### src/rtl/fcd_pkg.sv
package fcd_pkg;

  localparam int DIV_W  = 8;
  localparam int PRE_W  = 3;
  localparam int SEL_W  = 2;
  localparam int CTRL_W = 16;
  localparam int ROT_W  = 8;
  localparam int BASE_W = 5;

  // Field order is the bit layout of the control word (MSB first).
  typedef struct packed {
    logic             clk_on;
    logic             rot_on;
    logic [SEL_W-1:0] rsel;
    logic             fast;
    logic [PRE_W-1:0] pre;
    logic [DIV_W-1:0] div;
  } ctrl_t;

  typedef enum logic [1:0] {
    MODE_PLAIN = 2'd0,
    MODE_DROP  = 2'd1,
    MODE_ADD   = 2'd2
  } rot_mode_e;

  function automatic logic [BASE_W-1:0] rot_base(input logic [SEL_W-1:0] s);
    case (s)
      2'd1:    rot_base = BASE_W'(16);
      2'd2:    rot_base = BASE_W'(8);
      2'd3:    rot_base = BASE_W'(4);
      default: rot_base = '0;
    endcase
  endfunction

endpackage

### src/rtl/fcd_ctrl_reg.sv
module fcd_ctrl_reg
  import fcd_pkg::*;
#(
  parameter int BUS_W = 32
) (
  input  logic             clk,
  input  logic             rst_ni,
  input  logic             wr_en,
  input  logic [BUS_W-1:0] wr_data,
  input  logic             en_wr,
  input  logic             en_val,
  input  logic             at_bound,
  output logic [BUS_W-1:0] rd_data,
  output ctrl_t            act_o,
  output logic             load_o
);

  ctrl_t ctrl_q, ctrl_d;
  ctrl_t act_q, act_d;
  logic  pend_q, pend_d;
  logic  load;

  always_comb begin
    ctrl_d = ctrl_q;
    if (wr_en) ctrl_d = ctrl_t'(wr_data[CTRL_W-1:0]);
    if (en_wr) ctrl_d.clk_on = en_val;
  end

  assign load   = pend_q && at_bound;
  assign pend_d = wr_en || en_wr || (pend_q && !load);
  assign act_d  = load ? ctrl_q : act_q;

  always_ff @(posedge clk or negedge rst_ni) begin
    if (!rst_ni) begin
      ctrl_q <= '0;
      act_q  <= '0;
      pend_q <= 1'b0;
    end else begin
      ctrl_q <= ctrl_d;
      act_q  <= act_d;
      pend_q <= pend_d;
    end
  end

  generate
    if (BUS_W > CTRL_W) begin : g_wide
      logic unused_hi;
      assign unused_hi = ^wr_data[BUS_W-1:CTRL_W];
      assign rd_data   = {{(BUS_W-CTRL_W){1'b0}}, ctrl_q};
    end else begin : g_exact
      assign rd_data = ctrl_q;
    end
  endgenerate

  assign act_o  = act_q;
  assign load_o = load;

  AST_EN_ONLY_KEEPS: assert property (@(posedge clk) disable iff (!rst_ni)
    (en_wr && !wr_en) |=> (ctrl_q[CTRL_W-2:0] == $past(ctrl_q[CTRL_W-2:0])));

  AST_MERGE_BIT15: assert property (@(posedge clk) disable iff (!rst_ni)
    (en_wr && wr_en) |=> (ctrl_q.clk_on == $past(en_val)));

endmodule

### src/rtl/fcd_rot_decode.sv
module fcd_rot_decode
  import fcd_pkg::*;
(
  input  ctrl_t            cfg,
  output logic [DIV_W-1:0] d_last,
  output logic [ROT_W-1:0] divt,
  output rot_mode_e        mode
);

  logic [ROT_W-1:0] base_w;
  logic [ROT_W-1:0] mult_w;
  logic             div_small;

  assign base_w    = ROT_W'(rot_base(cfg.rsel));
  assign mult_w    = ROT_W'(cfg.pre) + ROT_W'(1);
  assign divt      = base_w * mult_w;
  assign div_small = (cfg.div <= DIV_W'(1));
  assign d_last    = (cfg.div == '0) ? '0 : cfg.div - DIV_W'(1);

  always_comb begin
    mode = MODE_PLAIN;
    if (cfg.rot_on && (cfg.rsel != '0)) begin
      if (!cfg.fast)      mode = MODE_DROP;
      else if (!div_small) mode = MODE_ADD;
    end
  end

endmodule

### src/rtl/fcd_pulse_gen.sv
module fcd_pulse_gen
  import fcd_pkg::*;
(
  input  logic             clk,
  input  logic             rst_ni,
  input  logic             run,
  input  logic             load,
  input  logic [DIV_W-1:0] d_last,
  input  logic [ROT_W-1:0] divt,
  input  rot_mode_e        mode,
  output logic             pulse_o,
  output logic             at_bound
);

  logic [DIV_W-1:0] cnt_q, cnt_d;
  logic [ROT_W-1:0] ph_q, ph_d;
  logic             pulse_q, pulse_d;
  logic             last, ph_wrap, drop_now, extra_now;

  assign last     = (cnt_q == d_last);
  assign at_bound = !run || last;

  always_comb begin
    case (mode)
      MODE_DROP: ph_wrap = (ph_q == divt);
      MODE_ADD:  ph_wrap = (ph_q == divt - ROT_W'(2));
      default:   ph_wrap = 1'b1;
    endcase
  end

  assign drop_now  = (mode == MODE_DROP) && ph_wrap;
  assign extra_now = (mode == MODE_ADD) && (ph_q == '0) && (cnt_q == '0);

  always_comb begin
    cnt_d   = cnt_q;
    ph_d    = ph_q;
    pulse_d = run && ((last && !drop_now) || extra_now);
    if (load) begin
      cnt_d = '0;
      ph_d  = '0;
    end else if (run) begin
      if (last) begin
        cnt_d = '0;
        ph_d  = ph_wrap ? '0 : ph_q + ROT_W'(1);
      end else begin
        cnt_d = cnt_q + DIV_W'(1);
      end
    end
  end

  always_ff @(posedge clk or negedge rst_ni) begin
    if (!rst_ni) begin
      cnt_q   <= '0;
      ph_q    <= '0;
      pulse_q <= 1'b0;
    end else begin
      cnt_q   <= cnt_d;
      ph_q    <= ph_d;
      pulse_q <= pulse_d;
    end
  end

  assign pulse_o = pulse_q;

  AST_QUIET_WHEN_OFF: assert property (@(posedge clk) disable iff (!rst_ni)
    !run |=> !pulse_q);

  AST_CNT_BOUND: assert property (@(posedge clk) disable iff (!rst_ni)
    run |-> (cnt_q <= d_last));

  AST_NO_MIDCUT: assert property (@(posedge clk) disable iff (!rst_ni)
    (run && !last) |=> (cnt_q == DIV_W'($past(cnt_q) + DIV_W'(1))));

  AST_PHASE_BOUND: assert property (@(posedge clk) disable iff (!rst_ni)
    (run && (mode != MODE_PLAIN)) |-> (ph_q <= divt));

  AST_ADD_SPLIT: assert property (@(posedge clk) disable iff (!rst_ni)
    (mode == MODE_ADD) |-> (d_last != '0));

endmodule

### src/rtl/fcd_channel.sv
module fcd_channel
  import fcd_pkg::*;
#(
  parameter int BUS_W = 32
) (
  input  logic             clk,
  input  logic             rst_n,
  input  logic             wr_en,
  input  logic [BUS_W-1:0] wr_data,
  input  logic             en_wr,
  input  logic             en_val,
  output logic [BUS_W-1:0] rd_data,
  output logic             clk_en_o,
  output logic             running_o
);

  logic [1:0]       rst_sync_q;
  logic             rst_ni;
  ctrl_t            act;
  logic             load;
  logic             at_bound;
  logic [DIV_W-1:0] d_last;
  logic [ROT_W-1:0] divt;
  rot_mode_e        mode;

  // Assert asynchronously, release on the clock.
  always_ff @(posedge clk or negedge rst_n) begin
    if (!rst_n) rst_sync_q <= 2'b00;
    else        rst_sync_q <= {rst_sync_q[0], 1'b1};
  end
  assign rst_ni = rst_sync_q[1];

  fcd_ctrl_reg #(.BUS_W(BUS_W)) u_reg (
    .clk      (clk),
    .rst_ni   (rst_ni),
    .wr_en    (wr_en),
    .wr_data  (wr_data),
    .en_wr    (en_wr),
    .en_val   (en_val),
    .at_bound (at_bound),
    .rd_data  (rd_data),
    .act_o    (act),
    .load_o   (load)
  );

  fcd_rot_decode u_dec (
    .cfg    (act),
    .d_last (d_last),
    .divt   (divt),
    .mode   (mode)
  );

  fcd_pulse_gen u_gen (
    .clk      (clk),
    .rst_ni   (rst_ni),
    .run      (act.clk_on),
    .load     (load),
    .d_last   (d_last),
    .divt     (divt),
    .mode     (mode),
    .pulse_o  (clk_en_o),
    .at_bound (at_bound)
  );

  assign running_o = act.clk_on;

endmodule

### config.mk
export PLATFORM = sky130hd
export DESIGN_NAME = fcd_channel
export DESIGN_NICKNAME = d
export VERILOG_FILES = /design/src/rtl/fcd_pkg.sv /design/src/rtl/fcd_ctrl_reg.sv /design/src/rtl/fcd_rot_decode.sv /design/src/rtl/fcd_pulse_gen.sv /design/src/rtl/fcd_channel.sv
export SDC_FILE = /design/constraint.sdc
export NUM_CORES = 1
export LEC_CHECK = 0
export BUFFER_PORTS_ARGS = -buffer_cell sky130_fd_sc_hd__buf_2
export CAP_MARGIN = 10
export CORE_MARGIN = 1.5
export CORE_UTILIZATION = 50
export DETAILED_ROUTE_END_ITERATION = 8
export PLACE_DENSITY = 0.74
export SLEW_MARGIN = 20
export SYNTH_ARGS = -nofsm -noshare
export SYNTH_HDL_FRONTEND = slang
export SYNTH_SLANG_ARGS = --single-unit
export TNS_END_PERCENT = 1
### constraint.sdc
create_clock -name clk -period 4 [get_ports clk]
set_clock_uncertainty 0.15 [all_clocks]
set_input_delay 0.2 -clock clk [delete_from_list [all_inputs] [get_ports clk]]
set_output_delay 0.2 -clock clk [all_outputs]
set_load 0.005 [all_outputs]
# == After elaboration in Yosys (flattened, before gate mapping) ==
# Index checks and enable logic that the tools add are counted.
# totals
ff_bits,52
latch_bits,0
ramBits,0
rom_bits,0
memories,0
# classes
add_sub_neg,5
n_mul,1
div,0
order_cmp,1
eq_ne,8
n_shift,0
muxes,15
n_bitwise,0
n_reduce_logical,23
# op_table
operator,count
two-way mux 8 bit,8
== test 8 bit,3
logical NOT 8 bit,3
"adder 8 x 1 -> 8 bit, second input constant",2
two-way mux 16 bit,1
case mux 5 bit (3 select lines),1
"<= comparator 8 x 1 -> 1 bit, second input constant",1
logical AND 1 bit,8
multiplier 5 x 8 -> 8 bit,1
nonzero test 2 bit,4
"subtractor 8 x 1 -> 8 bit, second input constant",1
"subtractor 8 x 2 -> 8 bit, second input constant",1
"== test 2 bit, second input constant",3
two-way mux 2 bit,3
"adder 3 x 1 -> 4 bit, second input constant",1
"== test 2 x 1 -> 1 bit, second input constant",2
logical OR 1 bit,4
logical NOT 1 bit,3
case mux 1 bit (2 select lines),1
AND reduction 2 bit,1
two-way mux 1 bit,1

# == Longest topological paths before layout ==
# Gate-level depths: netlist of run 1.
# depth
depth_word,11
mapped_depth,15
ltp_nobuf,14

# == By module ==
# A second synthesis of run 1 with hierarchy kept.
# hier_totals
hier_cells,313
area_unflattened_um2,3314.4
# modules_own_cells
mod,instances,cells_each,area_per_inst_um2,seq_area_each_um2
fcd_ctrl_reg,1,92,1412.6,825.8
fcd_pulse_gen,1,147,1297.5,425.4
fcd_rot_decode,1,71,550.5,0.0
fcd_channel,1,3,53.8,50.0

# == Worst setup path before layout of run 1 ==
# OpenSTA, ideal clock, no wires.
# synth_path
path_kind,flip-flop to flip-flop
from,register u_reg.act_q (netlist bit u_reg.act_o[8])
to,register u_gen.ph_q[5]
arrival_ns,3.844
slack_ns,-0.134
path_stages_with_launch,16
n_path_buf,1
cell_sequence,dfrtp_1 -> ha_1 -> xnor2_1 -> or2_2 -> fa_1 -> inv_1 -> ha_1 -> ha_1 -> a21o_1 -> a21oi_1 -> xnor3_1 -> or4_1 -> and3_1 -> buf_1 -> o21ai_2 -> o221ai_1
# synth_between
elab_chain_len,9
elab_cells_between_ends,10
classes_between,2 x add/sub; 1 x mul; 2 x eq/ne; 5 x mux
# synth_rtl
item,line_no,rtl
"start, declared",fcd_ctrl_reg.sv:19,"ctrl_t act_q, act_d;"
"start signal, assigned",fcd_ctrl_reg.sv:40,act_q <= act_d;
adder 3 x 1 -> 4 bit (*),fcd_rot_decode.sv:15,assign mult_w = ROT_W'(cfg.pre) + ROT_W'(1);
multiplier 5 x 8 -> 8 bit (*),fcd_rot_decode.sv:16,assign divt = base_w * mult_w;
subtractor 8 x 2 -> 8 bit,fcd_pulse_gen.sv:26,MODE_ADD: ph_wrap = (ph_q == divt - ROT_W'(2));
== test 8 bit,fcd_pulse_gen.sv:26,
case mux 1 bit (2 select lines) (*),fcd_pulse_gen.sv:24,case (mode)
two-way mux 8 bit (*),fcd_pulse_gen.sv:44,ph_d = ph_wrap ? '0 : ph_q + ROT_W'(1);
two-way mux 8 bit (*),fcd_pulse_gen.sv:42,if (last) begin
two-way mux 8 bit (*),fcd_pulse_gen.sv:41,end else if (run) begin
two-way mux 8 bit (*),fcd_pulse_gen.sv:38,if (load) begin
"end signal, assigned",fcd_pulse_gen.sv:58,ph_q <= ph_d;
"end, declared",fcd_pulse_gen.sv:16,"logic [ROT_W-1:0] ph_q, ph_d;"
# Every way passes the cells marked *; elsewhere a longest branch is shown, timed or not. The select of a mux whose other input is x is not followed.
# A chain may end at the register's enable or synchronous reset.

# == Worst setup path after layout of run 1 ==
# Same ends and word-level chain as after synthesis.

==> flow_summary.json, run 1 <==
{
  "top_level_ports": 71,
  "power.density_nw_per_um2": 233,
  "report.final.slew_viol_count": 0,
  "drt-vias-per-instance": 5.57,
  "total_power_uw": 948,
  "postSynthAreaPerCell_um2": 10.1,
  "synth-warning-count": 0,
  "coreArea_um2": 6460,
  "timing.max_slew.rel_slack": 0.469,
  "critical-path-slowest-cell": "sky130_fd_sc_hd__fa_1",
  "syn_inst": 337,
  "detailedRoute.firstIterationViolations": 139,
  "grt_start_max_net_pins": 51,
  "placed_cell_area_um2": 3670,
  "synth_enable_flop_cells": 0,
  "first_pass_iters": 6,
  "muxShareOfSynthArea": 0.121,
  "io_buffers": 38,
  "finalWirelength_um": 7210,
  "antenna_left": 0,
  "critPathArrivalTime_ns": 3.94,
  "finish.utilization": 0.629,
  "routed_wire_length_per_instance_um": 15.2,
  "number_of_global_route_vias_before_repair": 2703,
  "nNetsFinal": 452,
  "synthesized_area_fraction_occupied_by_ao_oa_aoi_and_oai_cells": 0.130,
  "netlist_area_um2": 3420,
  "cap_viol_max_count": 0,
  "worst-path-stages": 14,
  "cp.required_ns": 4.05,
  "globalRoute.totalOverflow": 0,
  "count_of_cells_along_the_worst_register_to_register_path": 14,
  "layout-drive-gt1-share": 0.292,
  "largest_family_of_logic_cells_by_synthesized_area": "simple AND/OR/NAND/NOR gates",
  "mostFrequentLayoutCell": "sky130_fd_sc_hd__dfrtp_1",
  "critical_path.max_fanout": 6,
  "timing.fmax_mhz": 257,
  "fin_worst_setup_slack_ns": 0.110,
  "grt_pass1_wl_um": 12600,
  "die_y_um": 85.7,
  "most-common-layout-cells": "sky130_fd_sc_hd__dfrtp_1 (51), sky130_fd_sc_hd__buf_2 (38), sky130_fd_sc_hd__nor2_1 (23), sky130_fd_sc_hd__mux2_2 (22), sky130_fd_sc_hd__dlygate4sd3_1 (20)",
  "worst_setup_path_end_kind": "flop",
  "setup-violations-final": 0,
  "cts_tree": "yes",
  "hold_violations": 0,
  "synth_seq_cells": 52,
  "path_class": "flop to flop",
  "transition_at_the_pin_with_the_smallest_max_transition_slack_ns": 0.790,
  "drc": 4,
  "cp_slowest_stage_delay_ns": 0.51,
  "irDropWorstVdd_uv": 212,
  "row_count": 29,
  "fillerInstances": 496,
  "timing.setup.tns_ns": 0,
  "period_minus_slack_ns": 3.89,
  "synth_cell_types": 61,
  "critical_path.startpoint_type": "flop",
  "fin_crit_sh": 0.972,
  "worstSkewPairLatency_ns": 0.31,
  "synthXorXnorAreaFrac": 0.0450,
  "dr_total_vias": 2639,
  "result_of_the_run": "complete, but fails checks",
  "die_width_um": 85.7,
  "buf_inv_stages_crit_path": 2,
  "final_estimated_routing_congestion_in_global_placement": 0.834,
  "postSynth.asyncResetShare": 1.00,
  "violations": "DRC",
  "start_util": 0.529,
  "synth_ff_type": "sky130_fd_sc_hd__dfrtp_1",
  "clk_pin_slew_worst_paths_ns": 0.11,
  "die_area_um2": 7340,
  "crit_path_cell_trace": "ha_4 > inv_1 > or2_2 > fa_1 > inv_2 > ha_4 > ha_4 > a21o_1 > a21oi_2 > xnor3_1 > or4_4 > and3_4 > o21ai_4 > o221ai_2",
  "min-delay-path-class": "primary input to asynchronous set/reset pin",
  "yosysSeqAreaShare": 0.381,
  "leakage_power_summed_over_all_cells_nw": 1.97,
  "place_worst_setup_slack_ns": -0.120,
  "number_of_h_tree_levels": 2,
  "cts_made_buffers": 5,
  "ctsRootBufferMaster": "sky130_fd_sc_hd__clkbuf_8",
  "most_common_cell_on_crit_path": "sky130_fd_sc_hd__ha_4",
  "cts-root-to-sink-buffers": 2,
  "grt_antenna_before_repair": 0,
  "tot_gr_track_use": 0.214,
  "clock_sink_count": 52,
  "area_growth_syn_to_layout_pct": 18.9,
  "dpl.hpwl_um": 4840,
  "antenna_cell_count": 0,
  "adder_and_majority_gate_portion_of_the_synthesized_area": 0.0740,
  "synthSimpleGateAreaFrac": 0.167,
  "stdcell_area_um2": 4060,
  "critical-path-top-delay-family": "adder cells"
}
synthesized netlist by cell type, drive strengths merged (2+ instances only):
| master | n | area (um^2) |
|---|---|---|
| and2 | 3 | 18.8 |
| nor4 | 10 | 68.8 |
| inv | 19 | 71.3 |
| nor2b | 6 | 37.5 |
| nand2 | 14 | 60.1 |
| and3 | 3 | 18.8 |
| ha | 17 | 213 |
| a21o | 4 | 30.0 |
| a211oi | 2 | 15.0 |
| dfrtp | 52 | 1300 |
| conb | 2 | 7.51 |
| or4 | 4 | 30.0 |
| nor2 | 23 | 86.3 |
| mux2 | 31 | 383 |
| mux2i | 3 | 30.0 |
| or3 | 4 | 25.0 |
| o211ai | 3 | 22.5 |
| nor3 | 7 | 35.0 |
| o21ai | 16 | 83.8 |
| nand2b | 3 | 18.8 |
| o31ai | 2 | 28.8 |
| fa | 2 | 40.0 |
| o221ai | 5 | 43.8 |
| or2 | 5 | 31.3 |
| a21oi | 4 | 20.0 |
| buf | 22 | 155 |
| a211o | 2 | 17.5 |
| o22ai | 8 | 50.1 |
| or4b | 2 | 23.8 |
| clkbuf | 12 | 45.0 |
| o21a | 2 | 15.0 |
| xor2 | 5 | 43.8 |
| nor3b | 3 | 22.5 |
| nand3 | 9 | 45.0 |
| nor4b | 3 | 26.3 |
| o2bb2ai | 2 | 17.5 |
| xnor2 | 10 | 87.6 |
cell type report:
cell class / count / area [um^2] / share of cell area
multi-input combinational: 247 / 2010 / 0.495
sequential: 52 / 1310 / 0.321
timing repair buffer: 71 / 492 / 0.121
tap: 77 / 96.3 / 0.0237
clock buffer: 6 / 72.6 / 0.0179
inverter: 19 / 71.3 / 0.0176
clock inverter: 2 / 16.3 / 0.00400
report_power, final:
group	total, mW	leakage, nW	switching, mW	internal (mW)
clock network	0.312	0.0418	0.185	0.126
registers	0.564	0.619	0.0215	0.543
logic	0.0721	1.31	0.0270	0.0451
total	0.948	1.97	0.234	0.714
sequential cells by signal (all words and copies together) (netlist names):
register / cells
u_reg.act_o: 16
u_reg.rd_data: 16
u_gen.cnt_q: 8
u_gen.ph_q: 8
rst_sync_q: 2
u_gen.pulse_o: 1
u_reg.pend_q: 1
cell families (layout without fill, tap and decap cells):
| family | Yosys count | in the layout |
|---|---|---|
| buf+inv | 53 | 98 |
| other cells | 2 | 17 |
| fa+ha+maj | 19 | 19 |
| xor+xnor | 16 | 16 |
| compound gates | 59 | 59 |
| simple gates | 102 | 102 |
| mux | 34 | 34 |
| flops | 52 | 52 |
what timing repair did:
item / CTS / global route
gates cloned: 0 / 0
resized for setup: 5 / 14
pin swaps: 4 / 9
hold buffers: 20 / 0
endpoints found under the hold margin: 19 / 0
endpoints found under the setup margin: 9 / 9
setup buffers: 1 / 0
path summary, 6_finish.rpt:
kind                            slack, ns                         end                        from
worst min-delay path                 0.05     rst_sync_q[0]$_DFF_PN0_                       rst_n
worst min register to register       0.21  u_reg.act_o[0]$_DFFE_PN0P_     rst_sync_q[1]$_DFF_PN0_
max in group asynchronous            3.05  u_gen.cnt_q[1]$_DFFE_PN0P_     rst_sync_q[1]$_DFF_PN0_
min in group clk                     0.21     rst_sync_q[1]$_DFF_PN0_     rst_sync_q[0]$_DFF_PN0_
worst max-delay path                 0.11   u_gen.ph_q[5]$_DFFE_PN0P_  u_reg.act_o[8]$_DFFE_PN0P_
worst max register to register       0.11   u_gen.ph_q[5]$_DFFE_PN0P_  u_reg.act_o[8]$_DFFE_PN0P_
stage by stage:
stage	instances	hold WS (ns)
global route	474	0.0538
floorplan	352	-0.246
finish	474	0.0515
CTS	474	0.0272
global placement	445	-0.163
detailed placement	445	-0.162
routing by layer:
metal	global-route usage	part of all wire	vias up
met5	0	0	-
met3	0.0385	0.036	11
met1	0.286	0.46	1273
met2	0.357	0.50	62
met4	0.0601	0.012	0
li1	-	-	1293
No activity file was read; power rests on OpenSTA's default activity.
==> run 2, diff against run 1 <==
--- a/config.mk
+++ b/config.mk
@@ -7,6 +7,7 @@
 export LEC_CHECK = 0
 export BUFFER_PORTS_ARGS = -buffer_cell sky130_fd_sc_hd__buf_2
 export CAP_MARGIN = 10
+export CORE_ASPECT_RATIO = 0.7
 export CORE_MARGIN = 1.5
 export CORE_UTILIZATION = 50
 export DETAILED_ROUTE_END_ITERATION = 8
==> flow_summary.json, run 2 (synthesized netlist as in run 1, its figures left out) <==
{
  "top_level_ports": 71,
  "met2_layer_usage_reported_by_global_route": 0.328,
  "die_y_um": 72.2,
  "die_area_um2": 7350,
  "area_growth_syn_to_layout_pct": 19.4,
  "row_count": 24,
  "setup-violations-final": 0,
  "grt_antenna_before_repair": 0,
  "met3_usage": 0.0472,
  "global_route.peak_usage_layer": "met2",
  "grt_start_max_net_pins": 51,
  "period_minus_slack_ns": 3.80,
  "critical_path.max_fanout": 6,
  "start_util": 0.532,
  "drc": 0,
  "fin_crit_sh": 0.949,
  "finalNonFillerCells": 487,
  "power.switching_fraction": 0.246,
  "critical-path-top-delay-family": "adder cells",
  "critical-path-slowest-cell": "sky130_fd_sc_hd__fa_1",
  "first_pass_iters": 5,
  "cts_tree": "yes",
  "power.internal_uw": 713,
  "die_width_um": 102,
  "globalRoute.totalOverflow": 0,
  "portion_of_total_power_attributed_to_the_clock_network": 0.328,
  "p_comb_frac": 0.074,
  "fillerInstances": 525,
  "grt_use_met1": 0.313,
  "io_buffers": 38,
  "power.density_nw_per_um2": 232,
  "timing.max_slew.rel_slack": 0.499,
  "grt_pass1_wl_um": 12300,
  "hold_violations": 0,
  "drt-vias-per-instance": 5.49,
  "cts-root-to-sink-buffers": 2,
  "leakage_power_summed_over_all_cells_nw": 1.96,
  "timing.setup.tns_ns": 0,
  "report.final.slew_viol_count": 0,
  "dr_total_vias": 2672,
  "cap_viol_max_count": 0,
  "detailedRoute.firstIterationViolations": 143,
  "clock_sink_count": 52,
  "layout-drive-gt1-share": 0.295,
  "timing.fmax_mhz": 263,
  "clk_pin_slew_worst_paths_ns": 0.10,
  "number_of_h_tree_levels": 2,
  "seqPwrFrac": 0.598,
  "antenna_cell_count": 0,
  "nNetsFinal": 451,
  "cts_made_buffers": 5,
  "antenna_left": 0,
  "numPlacedInstances": 458,
  "irDropWorstVdd_uv": 158,
  "cp_slowest_stage_delay_ns": 0.52,
  "tot_gr_track_use": 0.216,
  "worstSkewPairLatency_ns": 0.32,
  "number_of_global_route_vias_before_repair": 2544,
  "coreArea_um2": 6430,
  "critPathArrivalTime_ns": 3.85,
  "mostFrequentLayoutCell": "sky130_fd_sc_hd__dfrtp_1",
  "crit_path_cell_trace": "ha_4 > inv_2 > or2_4 > fa_1 > inv_2 > ha_4 > fa_2 > nand2b_1 > or4_1 > and3_4 > o211ai_1 > o221ai_2",
  "final_estimated_routing_congestion_in_global_placement": 0.791,
  "min-delay-path-class": "primary input to asynchronous set/reset pin",
  "most-common-layout-cells": "sky130_fd_sc_hd__dfrtp_1 (51), sky130_fd_sc_hd__buf_2 (38), sky130_fd_sc_hd__nor2_1 (23), sky130_fd_sc_hd__mux2_2 (22), sky130_fd_sc_hd__dlygate4sd3_1 (20)",
  "result_of_the_run": "finished clean",
  "routed_wire_length_per_instance_um": 15.1,
  "path_class": "flop to flop",
  "transition_at_the_pin_with_the_smallest_max_transition_slack_ns": 0.745,
  "p_switching_uw": 232,
  "cp.required_ns": 4.05,
  "buf_inv_stages_crit_path": 2,
  "finalWirelength_um": 7350,
  "rsz_0062_raised_after_global_routing": "yes",
  "dpl.hpwl_um": 5110,
  "worst_setup_path_end_kind": "flop",
  "critical_path.startpoint_type": "flop",
  "ctsRootBufferMaster": "sky130_fd_sc_hd__clkbuf_8"
}
-- run 2: metal layers --
layer / wire length, um / share of wire
met5: 0 / 0
met4: 45 / 0.0061
met3: 399 / 0.054
met2: 3390 / 0.46
met1: 3510 / 0.48
-- run 2: layout make-up --
cell class              instances  area (um^2)  area share
multi-input cells             247         2020       0.494
clock buffers                   6         72.6      0.0178
clock inverters                 2         16.3     0.00399
flip-flops and latches         52         1310       0.320
well taps                      91          114      0.0279
inverters                      19         71.3      0.0175
repair buffers                 70          484       0.119
-- run 2: worst paths after layout --
path                                                 start                          to  slack (ns)  depth (start not counted)
worst max-delay path            u_reg.act_o[8]$_DFFE_PN0P_   u_gen.ph_q[5]$_DFFE_PN0P_        0.20                         12
worst min-delay path                                 rst_n     rst_sync_q[0]$_DFF_PN0_        0.06                          2
worst max register to register  u_reg.act_o[8]$_DFFE_PN0P_   u_gen.ph_q[5]$_DFFE_PN0P_        0.20                         12
worst min register to register     rst_sync_q[1]$_DFF_PN0_   u_gen.ph_q[7]$_DFFE_PN0P_        0.21                          0
max in group asynchronous          rst_sync_q[1]$_DFF_PN0_  u_gen.cnt_q[4]$_DFFE_PN0P_        3.05                          0
min in group clk                   rst_sync_q[0]$_DFF_PN0_     rst_sync_q[1]$_DFF_PN0_        0.21                          0
-- run 2: through the flow --
stage | util | power, mW | cell area (um^2) | hold slack, ns | worst slack [ns]
CTS | 0.624 | 0.954 | 4010 | 0.0267 | 0.0101
detailed placement | 0.573 | 0.630 | 3680 | -0.154 | -0.111
global route | 0.635 | 0.978 | 4080 | 0.0574 | -0.00640
floorplan | - | 0.607 | 3490 | -0.246 | 0.00106
finish | 0.635 | 0.945 | 4080 | 0.0609 | 0.203
global placement | 0.573 | 0.626 | 3680 | -0.159 | -0.0564
-- run 2: power by group through the flow --
stage	Sequential [mW]	Combinational (mW)	Clock, mW
after floorplan	0.572	0.0350	0
after global placement	0.574	0.0521	0
after detailed placement	0.576	0.0541	0
after CTS	0.566	0.0695	0.319
after global routing	0.570	0.0775	0.330
final	0.565	0.0701	0.310
-- run 2: timing repair --
| item | CTS | global route |
|---|---|---|
| hold buffers | 20 | 0 |
| pin swaps | 3 | 9 |
| endpoints found under the hold margin | 19 | 0 |
| endpoints found under the setup margin | 9 | 9 |
| gates resized for setup | 8 | 13 |
| buffers inserted | 1 | 0 |
==> run 3, diff against run 2 <==
--- a/config.mk
+++ b/config.mk
@@ -8,8 +8,9 @@
 export BUFFER_PORTS_ARGS = -buffer_cell sky130_fd_sc_hd__buf_2
 export CAP_MARGIN = 10
 export CORE_ASPECT_RATIO = 0.7
-export CORE_MARGIN = 1.5
+export CORE_MARGIN = 5
 export CORE_UTILIZATION = 50
+export CTS_CLUSTER_SIZE = 20
 export DETAILED_ROUTE_END_ITERATION = 8
 export PLACE_DENSITY = 0.74
 export SLEW_MARGIN = 20
==> constraint.sdc (replaced) <==
create_clock -name clk -period 4.6 [get_ports clk]
set_clock_uncertainty 0.15 [all_clocks]
set_input_delay 0.23 -clock clk [delete_from_list [all_inputs] [get_ports clk]]
set_output_delay 0.23 -clock clk [all_outputs]
set_load 0.005 [all_outputs]
==> flow_summary.json, run 3 (synthesized netlist as in run 1, its figures left out) <==
{
  "ctsRootBufferMaster": "sky130_fd_sc_hd__clkbuf_8",
  "cts_made_buffers": 5,
  "portion_of_total_power_attributed_to_the_clock_network": 0.329,
  "die_y_um": 79.2,
  "io_buffers": 38,
  "p_switching_uw": 203,
  "setup-violations-final": 0,
  "rsz_0062_raised_after_global_routing": "no",
  "dpl.hpwl_um": 5320,
  "critical-path-slowest-cell": "sky130_fd_sc_hd__fa_1",
  "number_of_global_route_vias_before_repair": 2481,
  "grt_start_max_net_pins": 51,
  "antenna_left": 0,
  "cts_tree": "yes",
  "antenna_cell_count": 0,
  "drt-vias-per-instance": 5.59,
  "clock_sink_count": 52,
  "layout-drive-gt1-share": 0.239,
  "report.final.slew_viol_count": 0,
  "die_width_um": 109,
  "drc": 0,
  "tot_gr_track_use": 0.176,
  "irDropWorstVdd_uv": 191,
  "finalWirelength_um": 7290,
  "result_of_the_run": "finished clean",
  "fin_crit_sh": 0.951,
  "mostFrequentLayoutCell": "sky130_fd_sc_hd__dfrtp_1",
  "first_pass_iters": 4,
  "transition_at_the_pin_with_the_smallest_max_transition_slack_ns": 0.751,
  "p_comb_frac": 0.071,
  "most_common_cell_on_crit_path": "sky130_fd_sc_hd__ha_1",
  "min-delay-path-class": "primary input to flop",
  "worstReg2RegStart": "u_reg.act_o[8]$_DFFE_PN0P_",
  "seqPwrFrac": 0.600,
  "fillerInstances": 583,
  "grt_antenna_before_repair": 0,
  "final_estimated_routing_congestion_in_global_placement": 0.833,
  "dr_total_vias": 2648,
  "worst_setup_path_end_kind": "flop",
  "globalRoute.totalOverflow": 0,
  "critical_path.startpoint_type": "flop",
  "cap_viol_max_count": 0,
  "critical_path.max_fanout": 6,
  "coreArea_um2": 6690,
  "nNetsFinal": 435,
  "routed_wire_length_per_instance_um": 15.4,
  "path_class": "flop to flop",
  "power.density_nw_per_um2": 213,
  "period_minus_slack_ns": 4.37,
  "number_of_h_tree_levels": 2,
  "clk_pin_slew_worst_paths_ns": 0.10,
  "die_area_um2": 8610,
  "cts-root-to-sink-buffers": 2,
  "crit_path_start": "u_reg.act_o[8]$_DFFE_PN0P_",
  "timing.setup.tns_ns": 0,
  "cp.required_ns": 4.64,
  "row_count": 25,
  "power.switching_fraction": 0.248,
  "worst_hold_startpoint": "wr_data[4]",
  "grt_pass1_wl_um": 12200,
  "most-common-layout-cells": "sky130_fd_sc_hd__dfrtp_1 (51), sky130_fd_sc_hd__buf_2 (38), sky130_fd_sc_hd__nor2_1 (23), sky130_fd_sc_hd__mux2_2 (22), sky130_fd_sc_hd__inv_1 (19)",
  "cp_slowest_stage_delay_ns": 0.51,
  "timing.fmax_mhz": 229,
  "area_growth_syn_to_layout_pct": 12.5,
  "timing.max_slew.rel_slack": 0.495,
  "critPathArrivalTime_ns": 4.41,
  "top_level_ports": 71,
  "start_util": 0.510,
  "power.internal_uw": 616,
  "detailedRoute.firstIterationViolations": 175,
  "leakage_power_summed_over_all_cells_nw": 1.89,
  "hold_violations": 0,
  "crit_path_cell_trace": "ha_1 > xnor2_1 > or2_2 > fa_1 > inv_1 > ha_1 > ha_1 > a21o_1 > a21oi_1 > xnor3_1 > or4_1 > and3_1 > nor4_1 > o22ai_1",
  "worstSkewPairLatency_ns": 0.31,
  "finish.utilization": 0.574
}
run 3: power groups by stage:
stage	logic (mW)	clock network (mW)	registers [mW]
2_1_floorplan	0.0305	0	0.497
3_3_place_gp	0.0459	0	0.500
3_5_place_dp	0.0473	0	0.502
4_1_cts	0.0554	0.274	0.493
5_1_grt	0.0644	0.295	0.497
6_report	0.0580	0.270	0.492
run 3: final timing paths:
kind	endpoint	slack, ns	cells past startpoint
max	u_gen.pulse_o$_DFF_PN0_	0.23	14
min	u_reg.rd_data[4]$_DFFE_PN0P_	0.01	2
max reg2reg	u_gen.pulse_o$_DFF_PN0_	0.23	14
min reg2reg	u_reg.rd_data[9]$_DFFE_PN0P_	0.21	0
max in group asynchronous	u_gen.ph_q[3]$_DFFE_PN0P_	3.66	0
min in group asynchronous	rst_sync_q[1]$_DFF_PN0_	0.09	2
run 3: metal layers:
| layer | vias to the layer above | global-route usage | part of all wire |
|---|---|---|---|
| li1 | 1271 | - | - |
| met1 | 1293 | 0.258 | 0.47 |
| met2 | 76 | 0.265 | 0.46 |
| met3 | 8 | 0.0422 | 0.068 |
| met4 | 0 | 0.0378 | 0.0074 |
| met5 | - | 0 | 0 |
run 3: critical path, delay by kind of cell, from the launching register on:
family | cells | cell delay [ns]
buffers and inverters | 1 | 0.04
xor gates and xnor gates | 2 | 0.42
and+or+nand+nor | 4 | 1.36
adders and majority gates | 4 | 1.39
AOI/OAI and AO/OA | 3 | 0.44
DFF | 1 | 0.46
run 3: area by class of cell:
class                      instances  area [um^2]  area share
clock inverter                     3         21.3     0.00553
sequential                        52         1310       0.340
timing repair buffer              54          348      0.0905
tap                               94          118      0.0306
multi-input combinational        247         1910       0.497
clock buffer                       5         68.8      0.0179
inverter                          19         71.3      0.0186
run 3: what timing repair did:
action	in CTS	in global routing
buffers inserted	0	0
gates resized for setup	0	2
hold endpoints to repair	13	3
setup endpoints to repair	0	3
hold buffers	12	3
run 3: through the flow:
| stage | hold slack [ns] | setup slack (ns) | power [mW] | instances | area (um^2) |
|---|---|---|---|---|---|
| floorplan | -0.216 | 0.466 | 0.528 | 352 | 3470 |
| finish | 0.00998 | 0.226 | 0.820 | 474 | 3840 |
| detailed placement | -0.132 | 0.203 | 0.549 | 451 | 3590 |
| CTS | 0.00127 | 0.179 | 0.823 | 471 | 3800 |
| global route | 0.000723 | 0.00764 | 0.856 | 474 | 3840 |
| global placement | -0.135 | 0.314 | 0.546 | 451 | 3590 |
